--- config.mk ---
export PLATFORM = sky130hd
export DESIGN_NAME = pic_top
export DESIGN_NICKNAME = d
export VERILOG_FILES = /design/src/rtl/pic_pkg.sv /design/src/rtl/pic_dp.sv /design/src/rtl/pic_ctrl.sv /design/src/rtl/pic_top.sv
export SDC_FILE = /design/constraint.sdc
export NUM_CORES = 1
export LEC_CHECK = 0
export BUFFER_PORTS_ARGS = -buffer_cell sky130_fd_sc_hd__buf_4
export CAP_MARGIN = 20
export CELL_PAD_IN_SITES_DETAIL_PLACEMENT = 1
export CELL_PAD_IN_SITES_GLOBAL_PLACEMENT = 1
export CORE_ASPECT_RATIO = 0.9
export CORE_MARGIN = 3
export CORE_UTILIZATION = 47
export CTS_CLUSTER_DIAMETER = 150
export DETAILED_ROUTE_END_ITERATION = 16
export PLACE_DENSITY = 0.87
export SYNTH_ARGS = -nofsm -noshare
export SYNTH_HDL_FRONTEND = slang
export SYNTH_SLANG_ARGS = --single-unit
--- constraint.sdc ---
create_clock -name clk -period 6.6 [get_ports clk]
set_input_delay 1.32 -clock clk [delete_from_list [all_inputs] [get_ports clk]]
set_output_delay 1.32 -clock clk [all_outputs]
set_load 0.05 [all_outputs]
--- src/rtl/pic_pkg.sv ---
`timescale 1ns/1ps
package pic_pkg;
  localparam int LINES = 8;
  localparam int LW = $clog2(LINES);
  typedef logic [LW-1:0] line_t;

  typedef struct packed {
    logic       clearAll;
    logic       wrImr;
    logic       wrTrig;
    logic       eoiTop;
    logic       eoiLine;
    logic       setBase;
    logic       baseFromTop;
    logic       pollTake;
    line_t      line;
    logic [7:0] data;
  } ctlStrobe_t;

  // returns {found, rank} of best-ranked set bit, ring starting at base
  function automatic logic [LW:0] topScan(input logic [LINES-1:0] vec, input line_t base);
    logic [LW:0] r;
    r = '0;
    for (int k = LINES - 1; k >= 0; k--) begin
      if (vec[line_t'(base + line_t'(k))]) r = {1'b1, line_t'(k)};
    end
    return r;
  endfunction
endpackage

--- src/rtl/pic_dp.sv ---
`timescale 1ns/1ps
module pic_dp
  import pic_pkg::*;
#(
  parameter logic [7:0] TRIG_MASK = 8'hF8,
  parameter bit IS_MASTER = 1'b1,
  parameter int CASC_LINE = 2
) (
  input  logic             clk,
  input  logic             rstN,
  input  logic [LINES-1:0] irqIn,
  input  ctlStrobe_t       ctl,
  input  logic             intAck,
  input  logic             autoEoi,
  input  logic             nestMode,
  output logic [LINES-1:0] irr,
  output logic [LINES-1:0] isr,
  output logic [LINES-1:0] imr,
  output logic [LINES-1:0] elcr,
  output logic             reqOk,
  output line_t            winLine,
  output logic [7:0]       pollByte
);
  logic [LINES-1:0] lastIn;
  line_t base;
  logic [LW:0] pendScan, isrCmpScan, isrTopScan;
  logic [LINES-1:0] isrCmpVec, irrNext, isrNext;
  line_t topIsrLine, baseNext;
  logic take;

  always_comb begin
    isrCmpVec = isr;
    if (IS_MASTER && nestMode) isrCmpVec[CASC_LINE] = 1'b0;
    pendScan   = topScan(irr & ~imr, base);
    isrCmpScan = topScan(isrCmpVec, base);
    isrTopScan = topScan(isr, base);
    winLine    = base + pendScan[LW-1:0];
    topIsrLine = base + isrTopScan[LW-1:0];
    reqOk = pendScan[LW] && (!isrCmpScan[LW] || (pendScan[LW-1:0] < isrCmpScan[LW-1:0]));
    pollByte = reqOk ? {{(8-LW){1'b0}}, winLine} : 8'h07;
    take = (intAck || ctl.pollTake) && reqOk;
  end

  always_comb begin
    irrNext = irr;
    if (take) irrNext[winLine] = 1'b0;
    for (int i = 0; i < LINES; i++) begin
      if (elcr[i]) irrNext[i] = irqIn[i];
      else if (irqIn[i] && !lastIn[i]) irrNext[i] = 1'b1;
    end
    isrNext = isr;
    if (intAck && reqOk && !autoEoi) isrNext[winLine] = 1'b1;
    if (ctl.pollTake && reqOk) isrNext[winLine] = 1'b0;
    if (ctl.eoiTop && isrTopScan[LW]) isrNext[topIsrLine] = 1'b0;
    if (ctl.eoiLine) isrNext[ctl.line] = 1'b0;
    baseNext = base;
    if (ctl.setBase) baseNext = ctl.line + line_t'(1);
    else if (ctl.baseFromTop && isrTopScan[LW]) baseNext = topIsrLine + line_t'(1);
  end

  always_ff @(posedge clk or negedge rstN) begin
    if (!rstN) begin
      irr <= '0; isr <= '0; imr <= '0; elcr <= '0; lastIn <= '0; base <= '0;
    end else if (ctl.clearAll) begin
      irr <= '0; isr <= '0; imr <= '0; elcr <= '0; lastIn <= '0; base <= '0;
    end else begin
      irr    <= irrNext;
      isr    <= isrNext;
      base   <= baseNext;
      lastIn <= irqIn;
      if (ctl.wrImr) imr <= ctl.data;
      if (ctl.wrTrig) elcr <= ctl.data & TRIG_MASK;
    end
  end
endmodule

--- src/rtl/pic_ctrl.sv ---
`timescale 1ns/1ps
module pic_ctrl
  import pic_pkg::*;
(
  input  logic             clk,
  input  logic             rstN,
  input  logic             wrEn,
  input  logic             rdEn,
  input  logic [1:0]       addr,
  input  logic [7:0]       wrData,
  input  logic [LINES-1:0] irr,
  input  logic [LINES-1:0] isr,
  input  logic [LINES-1:0] imr,
  input  logic [LINES-1:0] elcr,
  input  logic [7:0]       pollByte,
  output ctlStrobe_t       ctl,
  output logic [7:0]       rdData,
  output logic             autoEoi,
  output logic             nestMode,
  output logic             pollOn,
  output logic             inInit,
  output logic [7:0]       vecBase
);
  typedef enum logic [1:0] {ST_RUN, ST_BASE, ST_CASC, ST_MODE} initSt_t;
  initSt_t state;
  logic needMode, single, readIsr;
  logic cmdWr, startInit, ctlWord, eoiWord, dataWr;

  always_comb begin
    cmdWr     = wrEn && (addr == 2'd0);
    dataWr    = wrEn && (addr == 2'd1);
    startInit = cmdWr && wrData[4];
    ctlWord   = cmdWr && !wrData[4] && wrData[3];
    eoiWord   = cmdWr && !wrData[4] && !wrData[3];
    inInit    = (state != ST_RUN);
    ctl = '0;
    ctl.clearAll = startInit;
    ctl.wrImr    = dataWr && (state == ST_RUN);
    ctl.wrTrig   = wrEn && (addr == 2'd2);
    ctl.pollTake = rdEn && (addr == 2'd0) && pollOn;
    ctl.line     = wrData[LW-1:0];
    ctl.data     = wrData;
    if (eoiWord) begin
      unique case (wrData[7:5])
        3'b001: ctl.eoiTop = 1'b1;
        3'b101: begin ctl.eoiTop = 1'b1; ctl.baseFromTop = 1'b1; end
        3'b011: ctl.eoiLine = 1'b1;
        3'b111: begin ctl.eoiLine = 1'b1; ctl.setBase = 1'b1; end
        3'b110: ctl.setBase = 1'b1;
        default: ;
      endcase
    end
    unique case (addr)
      2'd0:    rdData = pollOn ? pollByte : (readIsr ? isr : irr);
      2'd1:    rdData = imr;
      2'd2:    rdData = elcr;
      default: rdData = 8'h00;
    endcase
  end

  always_ff @(posedge clk or negedge rstN) begin
    if (!rstN) begin
      state <= ST_RUN; needMode <= 1'b0; single <= 1'b0; autoEoi <= 1'b0;
      nestMode <= 1'b0; readIsr <= 1'b0; pollOn <= 1'b0; vecBase <= '0;
    end else if (startInit) begin
      state <= ST_BASE; needMode <= wrData[0]; single <= wrData[1];
      autoEoi <= 1'b0; nestMode <= 1'b0; readIsr <= 1'b0; pollOn <= 1'b0; vecBase <= '0;
    end else begin
      if (ctl.pollTake) pollOn <= 1'b0;
      if (ctlWord) begin
        if (wrData[2]) pollOn <= 1'b1;
        if (wrData[1]) readIsr <= wrData[0];
      end
      if (dataWr) begin
        unique case (state)
          ST_BASE: begin
            vecBase <= wrData & 8'hF8;
            state <= !single ? ST_CASC : (needMode ? ST_MODE : ST_RUN);
          end
          ST_CASC: state <= needMode ? ST_MODE : ST_RUN;
          ST_MODE: begin
            autoEoi <= wrData[1]; nestMode <= wrData[4]; state <= ST_RUN;
          end
          default: ;
        endcase
      end
    end
  end
endmodule

--- src/rtl/pic_top.sv ---
`timescale 1ns/1ps
module pic_top
  import pic_pkg::*;
#(
  parameter logic [7:0] TRIG_MASK = 8'hF8,
  parameter bit IS_MASTER = 1'b1,
  parameter int CASC_LINE = 2
) (
  input  logic       clk,
  input  logic       rstN,
  input  logic [7:0] irqIn,
  input  logic       wrEn,
  input  logic       rdEn,
  input  logic [1:0] addr,
  input  logic [7:0] wrData,
  output logic [7:0] rdData,
  input  logic       intAck,
  output logic       intReq,
  output logic [7:0] vecOut
);
  ctlStrobe_t ctl;
  logic [LINES-1:0] irr, isr, imr, elcr;
  logic reqOk, autoEoi, nestMode, pollOn, inInit;
  line_t winLine;
  logic [7:0] pollByte, vecBase;

  pic_ctrl u_ctrl (
    .clk(clk), .rstN(rstN), .wrEn(wrEn), .rdEn(rdEn), .addr(addr), .wrData(wrData),
    .irr(irr), .isr(isr), .imr(imr), .elcr(elcr), .pollByte(pollByte),
    .ctl(ctl), .rdData(rdData), .autoEoi(autoEoi), .nestMode(nestMode),
    .pollOn(pollOn), .inInit(inInit), .vecBase(vecBase)
  );

  pic_dp #(.TRIG_MASK(TRIG_MASK), .IS_MASTER(IS_MASTER), .CASC_LINE(CASC_LINE)) u_dp (
    .clk(clk), .rstN(rstN), .irqIn(irqIn), .ctl(ctl), .intAck(intAck),
    .autoEoi(autoEoi), .nestMode(nestMode), .irr(irr), .isr(isr), .imr(imr),
    .elcr(elcr), .reqOk(reqOk), .winLine(winLine), .pollByte(pollByte)
  );

  assign intReq = reqOk;
  assign vecOut = vecBase | {{(8-LW){1'b0}}, winLine};
endmodule

# [Word level (Yosys, flattened, before mapping)]
# Index checks and enable logic that the tools add are counted.
[classes] eq_ne=10 add_sub_neg=11 order_cmp=15 reduce_logical=68 muxes=140 bitwise_logic=11
[ops] cell="8-bit two-way mux" n=17
[ops] cell="4-bit two-way mux" n=25
[ops] cell="1-bit binary-select mux with 3-bit select" n=24
[ops] cell="1-bit two-way mux" n=61
[ops] cell="3-bit by 4-bit < comparator with 1-bit output (second input constant)" n=11
[ops] cell="8-bit bitwise AND" n=5
[ops] cell="4-bit nonzero test" n=9
[ops] cell="8-bit NOT" n=4
[ops] cell="1-bit logical AND" n=28
[ops] cell="8-bit case mux with 3 select lines" n=1
[ops] cell="2-bit nonzero test" n=7
[ops] cell="3-bit adder (second input constant)" n=4
[ops] cell="1-bit logical NOT" n=12
[ops] cell="3-bit two-way mux" n=4
[ops] cell="3-bit by 1-bit adder with 3-bit output (second input constant)" n=3
[ops] cell="1-bit demux with 3-bit select" n=3
[ops] cell="3-bit equality test (second input constant)" n=3
[ops] cell="3-bit by 1-bit >= comparator with 1-bit output (second input constant)" n=3
[ops] cell="2-bit two-way mux" n=4
[ops] cell="8-bit by 3-bit bitwise OR with 8-bit output" n=1
[ops] cell="8-bit bitwise OR" n=1
[ops] cell="2-bit AND reduction" n=4
[ops] cell="3-bit by 2-bit adder with 3-bit output (second input constant)" n=2
[ops] cell="3-bit adder" n=2
[ops] cell="10 further kinds" n=17
[totals] ff_bits=59 input_bits=23 word_cells=276 output_inout_bits=17

# [Depth between registers and ports, before layout]
# Gate-level depths: netlist of run 1.
[depth] word_depth=26 mapped_depth=17 depth_no_buf=16

# [Modules after synthesis]
# A second synthesis of run 1 with hierarchy kept.
[hier_totals] cells_unflattened=516 hier_area_um2=4862.2
[by_module_without_submodules] module="pic_dp" cells_per_inst=373 area_per_inst_um2=3578.4 seq_area_each_um2=1001.0 instances=1
[by_module_without_submodules] module="pic_ctrl" cells_per_inst=140 area_per_inst_um2=1265.0 seq_area_each_um2=325.3 instances=1
[by_module_without_submodules] module="pic_top" cells_per_inst=3 area_per_inst_um2=18.8 seq_area_each_um2=0.0 instances=1

# [Worst setup path before layout of run 1]
# Ideal clock, no wire load.
[synth_path] path_kind="reg-to-output" from="register u_dp.base[0]" to="output rdData[0]" slack_ns=0.080 path_buffers=1 stages_incl_launch_ff=12 t_required_ns=5.280 arrival_ns=5.200 cell_sequence="dfrtp_1 > clkinv_1 > ha_1 > xnor2_1 > mux4_2 > a21oi_1 > o22ai_1 > or2_2 > ha_1 > clkbuf_1 > nor4_1 > a2111oi_1"
[synth_via] elab_chain_cells=17 elab_cells_between_ends=63 cone_classes="8 x add/sub; 1 x order compare; 51 x mux; 3 x reduce/logical"
[synth_rtl] element="from (decl)" line="pic_dp.sv:25" rtl="line_t base;"
[synth_rtl] element="from (signal assigned)" line="pic_dp.sv:69" rtl="base <= baseNext;"
[synth_rtl] element="3-bit adder" line="pic_pkg.sv:25" rtl="if (vec[line_t'(base + line_t'(k))]) r = {1'b1, line_t'(k)};"
[synth_rtl] element="1-bit binary-select mux with 3-bit select" line="pic_pkg.sv:25"
[synth_rtl] element="1-bit two-way mux (not written as such)" line="pic_pkg.sv:25"
[synth_rtl] element="4-bit two-way mux (8 in series)" line="pic_pkg.sv:25"
[synth_rtl] element="3-bit < comparator / 1-bit logical NOT (equally long branches)" line="pic_dp.sv:39" rtl="reqOk = pendScan[LW] && (!isrCmpScan[LW] || (pendScan[LW-1:0] < isrCmpScan[LW-1:0]));"
[synth_rtl] element="1-bit logical OR" line="pic_dp.sv:39"
[synth_rtl] element="1-bit logical AND" line="pic_dp.sv:39"
[synth_rtl] element="3-bit two-way mux *" line="pic_dp.sv:40" rtl="pollByte = reqOk ? {{(8-LW){1'b0}}, winLine} : 8'h07;"
[synth_rtl] element="8-bit two-way mux *" line="pic_ctrl.sv:54" rtl="2'd0: rdData = pollOn ? pollByte : (readIsr ? isr : irr);"
[synth_rtl] element="8-bit case mux with 3 select lines *" line="pic_ctrl.sv:53" rtl="unique case (addr)"
[synth_rtl] element="to (decl)" line="pic_top.sv:16" rtl="output logic [7:0] rdData,"
# Mark *: on every way between the ends. The rest lies on a longest branch, timed or not. The select of a mux whose other input is x is not followed.

# [Worst setup path in the final report of run 1]
[layout_path] from="register u_dp.base[0]" to="output rdData[2]"
# The elaborated chain is that of the path after synthesis.

==> out/results.txt, run 1 <==
Post-synth EDFFs: 0
CP startpoint kind: flop
HPWL Detailed: 10.9 mm
Vias per std cell: 6.47
Final ANT Viol Nets: 0
First-pass GRT wire length: 23.4 mm
Post-synth top cells: nand2_1 (55), dfrtp_1 (53), a21oi_1 (35), nand3_1 (29), o21ai_0 (28)
Mapped Avg Cell Area: 9.13 um2
Clk buf depth: 2
Largest net degree at the start of global routing: 54
Setup violations, final: 0
Syn nets: 528
Post-cts hold buffer count: 0
Die Ht: 98.8 um
Setup bufs post-CTS: 0
Hold Vio Cnt, Final: 0
Die area: 10800 um2
Crit path kind: reg -> out
Critical-path cell list: clkinvlp_4, ha_2, mux4_2, and2_1, a2111oi_2, nand3_1, nand2b_1, ha_1, a2111o_1, o41ai_2, nand2_4, o31ai_1, a21oi_1, buf_4
CP max-delay cell: dfrtp_2
Vias: 4140
Mapped Area: 4490 um2
Period utilisation layout: 94.2%
Yosys top cell by area: dfrtp_1
CTS tree: done
Diode count: 0
Post-Synthesis Cells: 492
Drt total wl: 14.3 mm
Worst Max-Slew Pin Slew: 1.09 ns
Share of cells above drive strength 1: 19.7%
Fillers: 1103
Die X: 109 um
Total Nets Final: 553
Count leader, synth: nand2_1
Rel. slew slack: 27.4%
1st-pass router iterations: 5
Drt wl/cell: 22.4 um
FP Rows: 33
Cts bufs inserted: 5
Final RePlAce weighted congestion: 0.946
Final Critical Period: 6.22 ns
Ys Warns: 0
Fmax: 161 MHz
Port Buffers: 39
Initial drt markers: 314
Clk sink count: 53
Status: finished clean
Fin Clk Skew: 0.0173 ns
Worst Hold Class: reg -> reg
Initial Util: 48.8%
RSZ-0062 raised after global routing: false
Storage element area: 1330 um2
Total GRT Usage: 27.6%
WP data required: 5.28 ns
CP Max Fanout: 19
Seq cells post-synth: 53
# H-tree levels: 2
Max-slew violation count: 0
Post-synthesis async set-or-reset flop share: 100%
Root buffer cell: clkbuf_8
Number of global-route vias before repair: 4268
Largest cells by area after synthesis: dfrtp_1 (30%), mux4_2 (10%), nand2_1 (4.6%)
Post-synthesis cell type count: 73
Crit. End Element: output pin
Critical Path AT: 4.90 ns
Worst path max stage delay: 0.60 ns
Yosys top cell area share: 29.5%
Post-route DRC: 0
P&R area growth vs syn: 10.2%
# Max-Cap Violations: 0
Clk Latency, worst-skew pair: 0.32 ns
Initial antenna violation count: 0
Grt ovf: 0
Core box area: 9210 um2
Ports: 40
Clock transition at the registers of the reported paths: 0.12 ns
Final hold slack: 0.436 ns
Sequential area share after synthesis: 29.5%
TNS Setup: 0 ns
Synth Flop Type: dfrtp_1
Multi-input logic area: 2950 um2
[metal layers]
metal	track usage, %	wire [um]	vias up
met5	0	0	-
met1	39.1	6380	2086
met4	4.66	124	0
met2	45.3	6940	145
li1	-	-	1892
met3	4.45	905	17
[per-stage QoR]
stage | setup slack [ns] | cell area [um2] | utilization, % | cells
after CTS | 0.229 | 4940 | 53.7 | 640
final | 0.383 | 4950 | 53.8 | 640
after global placement | 0.497 | 4830 | 52.5 | 632
after global routing | 0.0646 | 4950 | 53.8 | 640
after detailed placement | 0.252 | 4830 | 52.5 | 632
after floorplan | 0.0800 | 4490 | - | 492
[layout by cell type (no fill, tap or decap), types with 8 or more instances in the layout]
master	instances
a211oi_1	8
a21oi_1	35
and2_1	12
buf_4	42
dfrtp_1	52
ha_1	10
inv_1	22
mux2_2	8
mux2i_1	15
mux4_2	20
nand2_1	55
nand2b_1	13
nand3_1	29
nand3b_1	8
nor2_1	22
nor2b_1	15
o21ai_0	28
o21ai_1	9
[final timing paths]
kind,from,end,slack (ns),cells past startpoint
min,u_dp.lastIn[2]$_DFF_PN0_,u_dp.irr[2]$_DFFE_PN0P_,0.44,1
max,u_dp.base[0]$_DFFE_PN0P_,rdData[2],0.38,14
max in group asynchronous,rstN,u_dp.base[0]$_DFFE_PN0P_,5.05,1
max reg2reg,u_dp.base[0]$_DFFE_PN0P_,u_dp.isr[1]$_DFF_PN0_,1.88,13
min reg2reg,u_dp.lastIn[2]$_DFF_PN0_,u_dp.irr[2]$_DFFE_PN0P_,0.44,1
min in group asynchronous,rstN,u_dp.elcr[3]$_DFFE_PN0P_,1.02,1
[sequential cells by signal, indices dropped and copies added (netlist names)]
register	count
u_dp.base	3
u_ctrl.needMode	1
u_dp.lastIn	8
u_ctrl.single	1
u_dp.elcr	5
u_dp.irr	8
u_ctrl.nestMode	1
u_dp.imr	8
u_ctrl.state	2
u_ctrl.vecBase	5
u_dp.isr	8
u_ctrl.autoEoi	1
u_ctrl.pollOn	1
u_ctrl.readIsr	1
[what timing repair did]
| action | 4_1_cts | 5_1_grt |
|---|---|---|
| setup endpoints to repair | 3 | 3 |
| endpoints found under the hold margin | 0 | 0 |
| resized for setup | 2 | 2 |
[worst max-delay path: cells and delay by family (launching register included)]
family / cells / cell delay, ns
compound gates: 5 / 1.46
flops: 1 / 0.60
fa+ha+maj: 2 / 0.83
buf+inv: 2 / 0.48
simple gates: 4 / 0.80
mux: 1 / 0.41
[cell type report]
class                      count  area share [%]
multi-input combinational    390            59.6
timing repair buffer          42            6.37
clock inverter                 3           0.683
sequential                    53            26.8
inverter                      25            2.07
tap                          122            3.08
clock buffer                   5            1.39
[cells by family (layout without fill, tap and decap cells)]
| group | Yosys count | in the layout | share of synthesized area, % |
|---|---|---|---|
| adders and majority gates | 13 | 13 | 3.95 |
| muxes | 44 | 44 | 15.7 |
| DFF | 53 | 53 | 29.5 |
| AOI/OAI and AO/OA | 148 | 148 | 22.8 |
| xor gates and xnor gates | 10 | 10 | 2.53 |
| buffers and inverters | 49 | 75 | 5.07 |
| and+or+nand+nor | 175 | 175 | 20.5 |
Power of run 1 is not shown: default switching activity piles up to over one toggle a cycle in this logic, so the estimate is an artifact.
==> inputs of run 2 (changes only) <==
Settings changed: CORE_UTILIZATION 47 to 40, PLACE_DENSITY 0.87 to 0.77.
==> out/results.txt, run 2 (synthesized netlist as in run 1, its figures left out) <==
Reg2reg end: u_dp.irr[1]$_DFFE_PN0P_ (was u_dp.isr[1]$_DFF_PN0_)
Met1 Use GR: 32.4% (was 39.1%)
Setup bufs post-CTS: 0 (unchanged)
Port Buffers: 39 (unchanged)
Most frequent cells in the layout: nand2_1 (55), dfrtp_1 (53), buf_4 (43), a21oi_1 (35), nand3_1 (29) (was nand2_1 (55), dfrtp_1 (52), buf_4 (42), a21oi_1 (35), nand3_1 (29))
Drt wl/cell: 21.8 um (was 22.4 um)
Post-route cell area: 5060 um2 (was 4950 um2)
Root buffer cell: clkbuf_16 (was clkbuf_8)
Setup violations, final: 0 (unchanged)
Worst R2R Start: u_dp.base[0]$_DFFE_PN0P_ (unchanged)
HPWL Detailed: 11.1 mm (was 10.9 mm)
Initial antenna violation count: 0 (unchanged)
Met3 GRT Util: 3.88% (was 4.45%)
Post-cts hold buffer count: 0 (unchanged)
Critical Path AT: 4.82 ns (was 4.90 ns)
Period utilisation layout: 93.0% (was 94.2%)
Diode count: 0 (unchanged)
Largest net degree at the start of global routing: 54 (unchanged)
CP startpoint kind: flop (unchanged)
Fin Clk Skew: 0.0105 ns (was 0.0173 ns)
Worst Hold End: u_dp.irr[0]$_DFFE_PN0P_ (was u_dp.irr[2]$_DFFE_PN0P_)
Die area: 12500 um2 (was 10800 um2)
Number of global-route vias before repair: 4418 (was 4268)
Worst Hold Class: reg -> reg (unchanged)
RSZ-0062 raised after global routing: false (unchanged)
Final Critical Period: 6.14 ns (was 6.22 ns)
Ports: 40 (unchanged)
Vias: 4179 (was 4140)
Pre-CTS WS: 0.797 ns (was 0.252 ns)
Total Nets Final: 555 (was 553)
CTS tree: done (unchanged)
Total GRT Usage: 23.8% (was 27.6%)
Drt total wl: 14.6 mm (was 14.3 mm)
Vias per std cell: 6.22 (was 6.47)
Worst R2R Path Depth: 12 (was 13)
Rel. slew slack: 26.6% (was 27.4%)
Placed Cells: 663 (was 632)
Clk Latency, worst-skew pair: 0.30 ns (was 0.32 ns)
Final RePlAce weighted congestion: 0.852 (was 0.946)
Post_cts resized: 0 (was 2)
FP Rows: 36 (was 33)
Crit. End Element: output pin (unchanged)
TNS Setup: 0 ns (unchanged)
Die X: 118 um (was 109 um)
First-pass GRT wire length: 23.8 mm (was 23.4 mm)
Commonest non-fill, non-tap cell in the layout: nand2_1 (unchanged)
Worst hold stages: 1 (unchanged)
WP data required: 5.28 ns (about the same)
Cts bufs inserted: 5 (unchanged)
Initial Util: 41.2% (was 48.8%)
Share of cells above drive strength 1: 19.2% (was 19.7%)
Clk sink count: 53 (unchanged)
Post-route DRC: 0 (unchanged)
Worst Max-Slew Pin Slew: 1.10 ns (was 1.09 ns)
1st-pass router iterations: 7 (was 5)
# H-tree levels: 2 (unchanged)
Crit path kind: reg -> out (unchanged)
Placed inst area: 4880 um2 (was 4830 um2)
P&R area growth vs syn: 12.6% (was 10.2%)
CP Max Fanout: 19 (unchanged)
Grt ovf: 0 (unchanged)
Met2 Usage GRT: 39.7% (was 45.3%)
Fmax: 163 MHz (was 161 MHz)
# Max-Cap Violations: 0 (unchanged)
Max-slew violation count: 0 (unchanged)
Core box area: 10900 um2 (was 9210 um2)
Initial drt markers: 363 (was 314)
Clk buf depth: 2 (unchanged)
R2R Setup Slk: 1.93 ns (was 1.88 ns)
Hold Vio Cnt, Final: 0 (unchanged)
Final cell count without fillers: 672 (was 640)
Final WS setup: 0.460 ns (was 0.383 ns)
Status: finished clean (unchanged)
Die Ht: 107 um (was 98.8 um)
GRT Max-Usage Layer: met2 (unchanged)
Clock transition at the registers of the reported paths: 0.08 ns (was 0.12 ns)
Final ANT Viol Nets: 0 (unchanged)
Hold_sp: u_dp.lastIn[0]$_DFF_PN0_ (was u_dp.lastIn[2]$_DFF_PN0_)
## run 2: metrics by stage
step | hold slack (ns) | util, %
final | 0.423 | 46.4
after global routing | 0.447 | 46.4
after CTS | 0.424 | 46.2
after detailed placement | 0.414 | 44.7
after global placement | 0.406 | 44.7
after floorplan | 0.400 | -
## run 2: layout make-up
| type | instances | area [um2] |
|---|---|---|
| fill | 1298 | 5840 |
| multi-input combinational | 390 | 2940 |
| sequential | 53 | 1330 |
| timing repair buffer | 44 | 350 |
| tap | 152 | 190 |
| clock buffer | 6 | 139 |
| inverter | 25 | 98.8 |
| clock inverter | 2 | 16.3 |
## run 2: worst max-delay path: stages (launching register included)
cell and delay (ns):
dfrtp_1 0.36, clkinv_1 0.22, ha_1 0.32, xnor2_1 0.48
mux4_2 0.63, nor4_2 0.44, nor3b_4 0.13, ha_1 0.34
a2111o_1 0.44, o41ai_2 0.31, nand2_4 0.24, nor4_1 0.25
a2111oi_1 0.10, buf_4 0.22
## run 2: worst max path at each step
stage	startpoint	to	slack, ns	depth (start not counted)
after floorplan	u_dp.base[0]$_DFFE_PN0P_	rdData[0]	0.08	11
after global placement	u_dp.base[0]$_DFFE_PN0P_	rdData[2]	1.02	13
after detailed placement	u_dp.base[0]$_DFFE_PN0P_	rdData[0]	0.80	13
after CTS	u_dp.base[0]$_DFFE_PN0P_	rdData[0]	0.47	13
after global routing	u_dp.base[0]$_DFFE_PN0P_	rdData[1]	0.13	13
final	u_dp.base[0]$_DFFE_PN0P_	rdData[0]	0.46	13
## run 2: routing by layer
metal  vias to the layer above  routed length, um
li1                       1889                  -
met2                       143               7000
met1                      2115               6610
met5                         -                  0
met3                        32                727
met4                         0                310
Power of run 2 is left out for the same reason.
==> inputs of run 3 (changes only) <==
Settings changed: ABC_AREA set to 1, HOLD_SLACK_MARGIN set to 0.05, PLACE_DENSITY 0.77 to 0.83.
==> out/results.txt, run 3 <==
Largest cells by area after synthesis: dfrtp_1 (30%), nand2_1 (18%), inv_1 (9.0%) (was dfrtp_1 (30%), mux4_2 (10%), nand2_1 (4.6%))
Post-Synthesis Cells: 710 (was 492)
Initial antenna violation count: 0 (unchanged)
Grt ovf: 0 (unchanged)
Crit. End Element: output pin (unchanged)
Post-cts hold buffer count: 0 (unchanged)
Worst Hold Class: reg -> reg (unchanged)
CP Max Fanout: 14 (was 19)
CP max-delay cell: dfrtp_1 (was mux4_2)
Met3 GRT Util: 3.94% (was 3.88%)
CP startpoint kind: flop (unchanged)
Die area: 12500 um2 (about the same)
Critical path's top delay family: simple AND/OR/NAND/NOR gates (unchanged)
Post-synthesis async set-or-reset flop share: 100% (unchanged)
Share of cells above drive strength 1: 8.76% (was 19.2%)
# Max-Cap Violations: 0 (unchanged)
Status: finished clean (unchanged)
Post_cts resized: 0 (unchanged)
Final ANT Viol Nets: 0 (unchanged)
Largest net degree at the start of global routing: 54 (unchanged)
Drt total wl: 16.1 mm (was 14.6 mm)
Diode count: 0 (unchanged)
Initial Util: 41.2% (about the same)
Die Ht: 106 um (was 107 um)
RSZ-0062 raised after global routing: false (unchanged)
Yosys top cell area share: 29.6% (was 29.5%)
Most frequent cells in the layout: nand2_1 (217), inv_1 (108), nand3_1 (74), o21ai_0 (67), dfrtp_1 (53) (was nand2_1 (55), dfrtp_1 (53), buf_4 (43), a21oi_1 (35), nand3_1 (29))
Core box area: 10900 um2 (unchanged)
Vias per std cell: 5.55 (was 6.22)
Fin Clk Skew: 0.00879 ns (was 0.0105 ns)
Clk Latency, worst-skew pair: 0.30 ns (about the same)
Storage element area: 1330 um2 (unchanged)
Clock transition at the registers of the reported paths: 0.08 ns (about the same)
1st-pass router iterations: 4 (was 7)
Vias: 4961 (was 4179)
Clk sink count: 53 (unchanged)
Initial drt markers: 385 (was 363)
Total Nets Final: 777 (was 555)
CTS tree: done (unchanged)
Number of global-route vias before repair: 5252 (was 4418)
Worst Max-Slew Pin Slew: 0.961 ns (was 1.10 ns)
P&R area growth vs syn: 12.7% (was 12.6%)
FP Rows: 36 (unchanged)
Worst path max stage delay: 0.62 ns (was 0.63 ns)
Met2 Usage GRT: 46.2% (was 39.7%)
Met1 Use GR: 34.8% (was 32.4%)
TNS Setup: 0 ns (unchanged)
Post-synth top cells: nand2_1 (217), inv_1 (108), nand3_1 (74), o21ai_0 (67), dfrtp_1 (53) (was nand2_1 (55), dfrtp_1 (53), a21oi_1 (35), nand3_1 (29), o21ai_0 (28))
Count leader, synth: nand2_1 (unchanged)
Ys Warns: 0 (unchanged)
Rel. slew slack: 35.4% (was 26.6%)
Post-route DRC: 0 (unchanged)
Hold Vio Cnt, Final: 0 (unchanged)
Max-slew violation count: 0 (unchanged)
Crit path kind: reg -> out (unchanged)
Root buffer cell: clkbuf_16 (unchanged)
Seq cells post-synth: 53 (unchanged)
Fillers: 1505 (was 1298)
Mapped Area: 4490 um2 (about the same)
Final RePlAce weighted congestion: 0.920 (was 0.852)
HPWL Detailed: 12.8 mm (was 11.1 mm)
Commonest non-fill, non-tap cell in the layout: nand2_1 (unchanged)
Die X: 118 um (about the same)
Final Critical Period: 5.97 ns (was 6.14 ns)
Mapped Avg Cell Area: 6.32 um2 (was 9.13 um2)
Yosys top cell by area: dfrtp_1 (unchanged)
# H-tree levels: 2 (unchanged)
Fmax: 168 MHz (was 163 MHz)
First-pass GRT wire length: 26.8 mm (was 23.8 mm)
Critical path buffer and inverter count: 6 (was 2)
Multi-input logic area: 2630 um2 (was 2940 um2)
Cts bufs inserted: 5 (unchanged)
Period utilisation layout: 90.4% (was 93.0%)
Synth Flop Type: dfrtp_1 (unchanged)
Clk buf depth: 2 (unchanged)
Setup bufs post-CTS: 0 (unchanged)
Critical Path AT: 4.65 ns (was 4.82 ns)
Total GRT Usage: 26.5% (was 23.8%)
Post-synthesis cell type count: 43 (was 73)
Drt wl/cell: 18.0 um (was 21.8 um)
Post-synth EDFFs: 0 (unchanged)
Ports: 40 (unchanged)
Top cell by count, worst path: nand2_1 (was ha_1)
Syn nets: 746 (was 528)
Port Buffers: 39 (unchanged)
Sequential area share after synthesis: 29.6% (was 29.5%)
Critical-path cell list: inv_1, ha_1, clkinv_1, nand3_1, nand3_1, nand2_1, nand2_1, nand2_1, nand2_1, nand2_1, nand2_1, nand2_1, nand2_1, inv_1, ha_1, inv_1, fa_1, xor2_1, inv_1, nand2_1, nand2_1, nor3_1, o21ai_0, buf_4 (was clkinv_1, ha_1, xnor2_1, mux4_2, nor4_2, nor3b_4, ha_1, a2111o_1, o41ai_2, nand2_4, nor4_1, a2111oi_1, buf_4)
Setup violations, final: 0 (unchanged)
WP data required: 5.28 ns (about the same)
GRT Max-Usage Layer: met2 (unchanged)
-- run 3: cell type report --
type	instances	share of cell area, %
well taps	152	3.76
repair buffers	42	6.23
clock buffers	7	2.82
inverters	114	8.46
flip-flops and latches	53	26.2
multi-input cells	525	51.9
clock inverters	1	0.594
-- run 3: through the flow --
step                hold slack, ns  instances  util [%]  instance area (um2)  setup WS [ns]
finish                       0.514        894      46.4                 5060          0.634
global route                 0.558        894      46.4                 5060          0.123
CTS                          0.521        894      46.4                 5060          0.624
detailed placement           0.505        886      44.8                 4890          0.951
global placement             0.494        886      44.8                 4890           1.22
floorplan                    0.475        710         -                 4490          0.922
-- run 3: worst paths after layout --
kind / from / endpoint / slack [ns] / cells past startpoint
worst max register to register: u_dp.base[1]$_DFFE_PN0P_ / u_dp.isr[4]$_DFF_PN0_ / 1.78 / 19
worst min register to register: u_ctrl.vecBase[3]$_DFFE_PN0P_ / u_ctrl.vecBase[3]$_DFFE_PN0P_ / 0.51 / 2
worst max-delay path: u_dp.base[1]$_DFFE_PN0P_ / rdData[2] / 0.63 / 24
min in group asynchronous: rstN / u_dp.lastIn[3]$_DFF_PN0_ / 1.08 / 1
worst min-delay path: u_ctrl.vecBase[3]$_DFFE_PN0P_ / u_ctrl.vecBase[3]$_DFFE_PN0P_ / 0.51 / 2
max in group asynchronous: rstN / u_ctrl.vecBase[3]$_DFFE_PN0P_ / 5.04 / 1
-- run 3: cell families (layout without fill, tap and decap cells) --
group | after synthesis | after routing | share of synthesized area (%)
AND/OR/NAND/NOR | 372 | 372 | 35.1
flip-flops | 53 | 53 | 29.6
XOR/XNOR | 7 | 7 | 2.62
AO/OA/AOI/OAI | 130 | 130 | 16.2
buffers and inverters | 132 | 164 | 11.9
multiplexers | 3 | 3 | 0.669
adder cells (fa/ha/maj) | 13 | 13 | 3.96
-- run 3: worst min-delay path: cells and delay by family, from the launching register on --
kind / cells / cell delay, ns
AND/OR/NAND/NOR: 1 / 0.07
flip-flops: 1 / 0.34
AO/OA/AOI/OAI: 1 / 0.06
-- run 3: per-layer routing --
| layer | vias to the layer above | part of all wire (%) |
|---|---|---|
| met5 | - | 0 |
| met2 | 126 | 48 |
| met1 | 2449 | 45 |
| met3 | 26 | 4.8 |
| met4 | 0 | 2.0 |
| li1 | 2360 | - |
Power of run 3 is left out for the same reason.
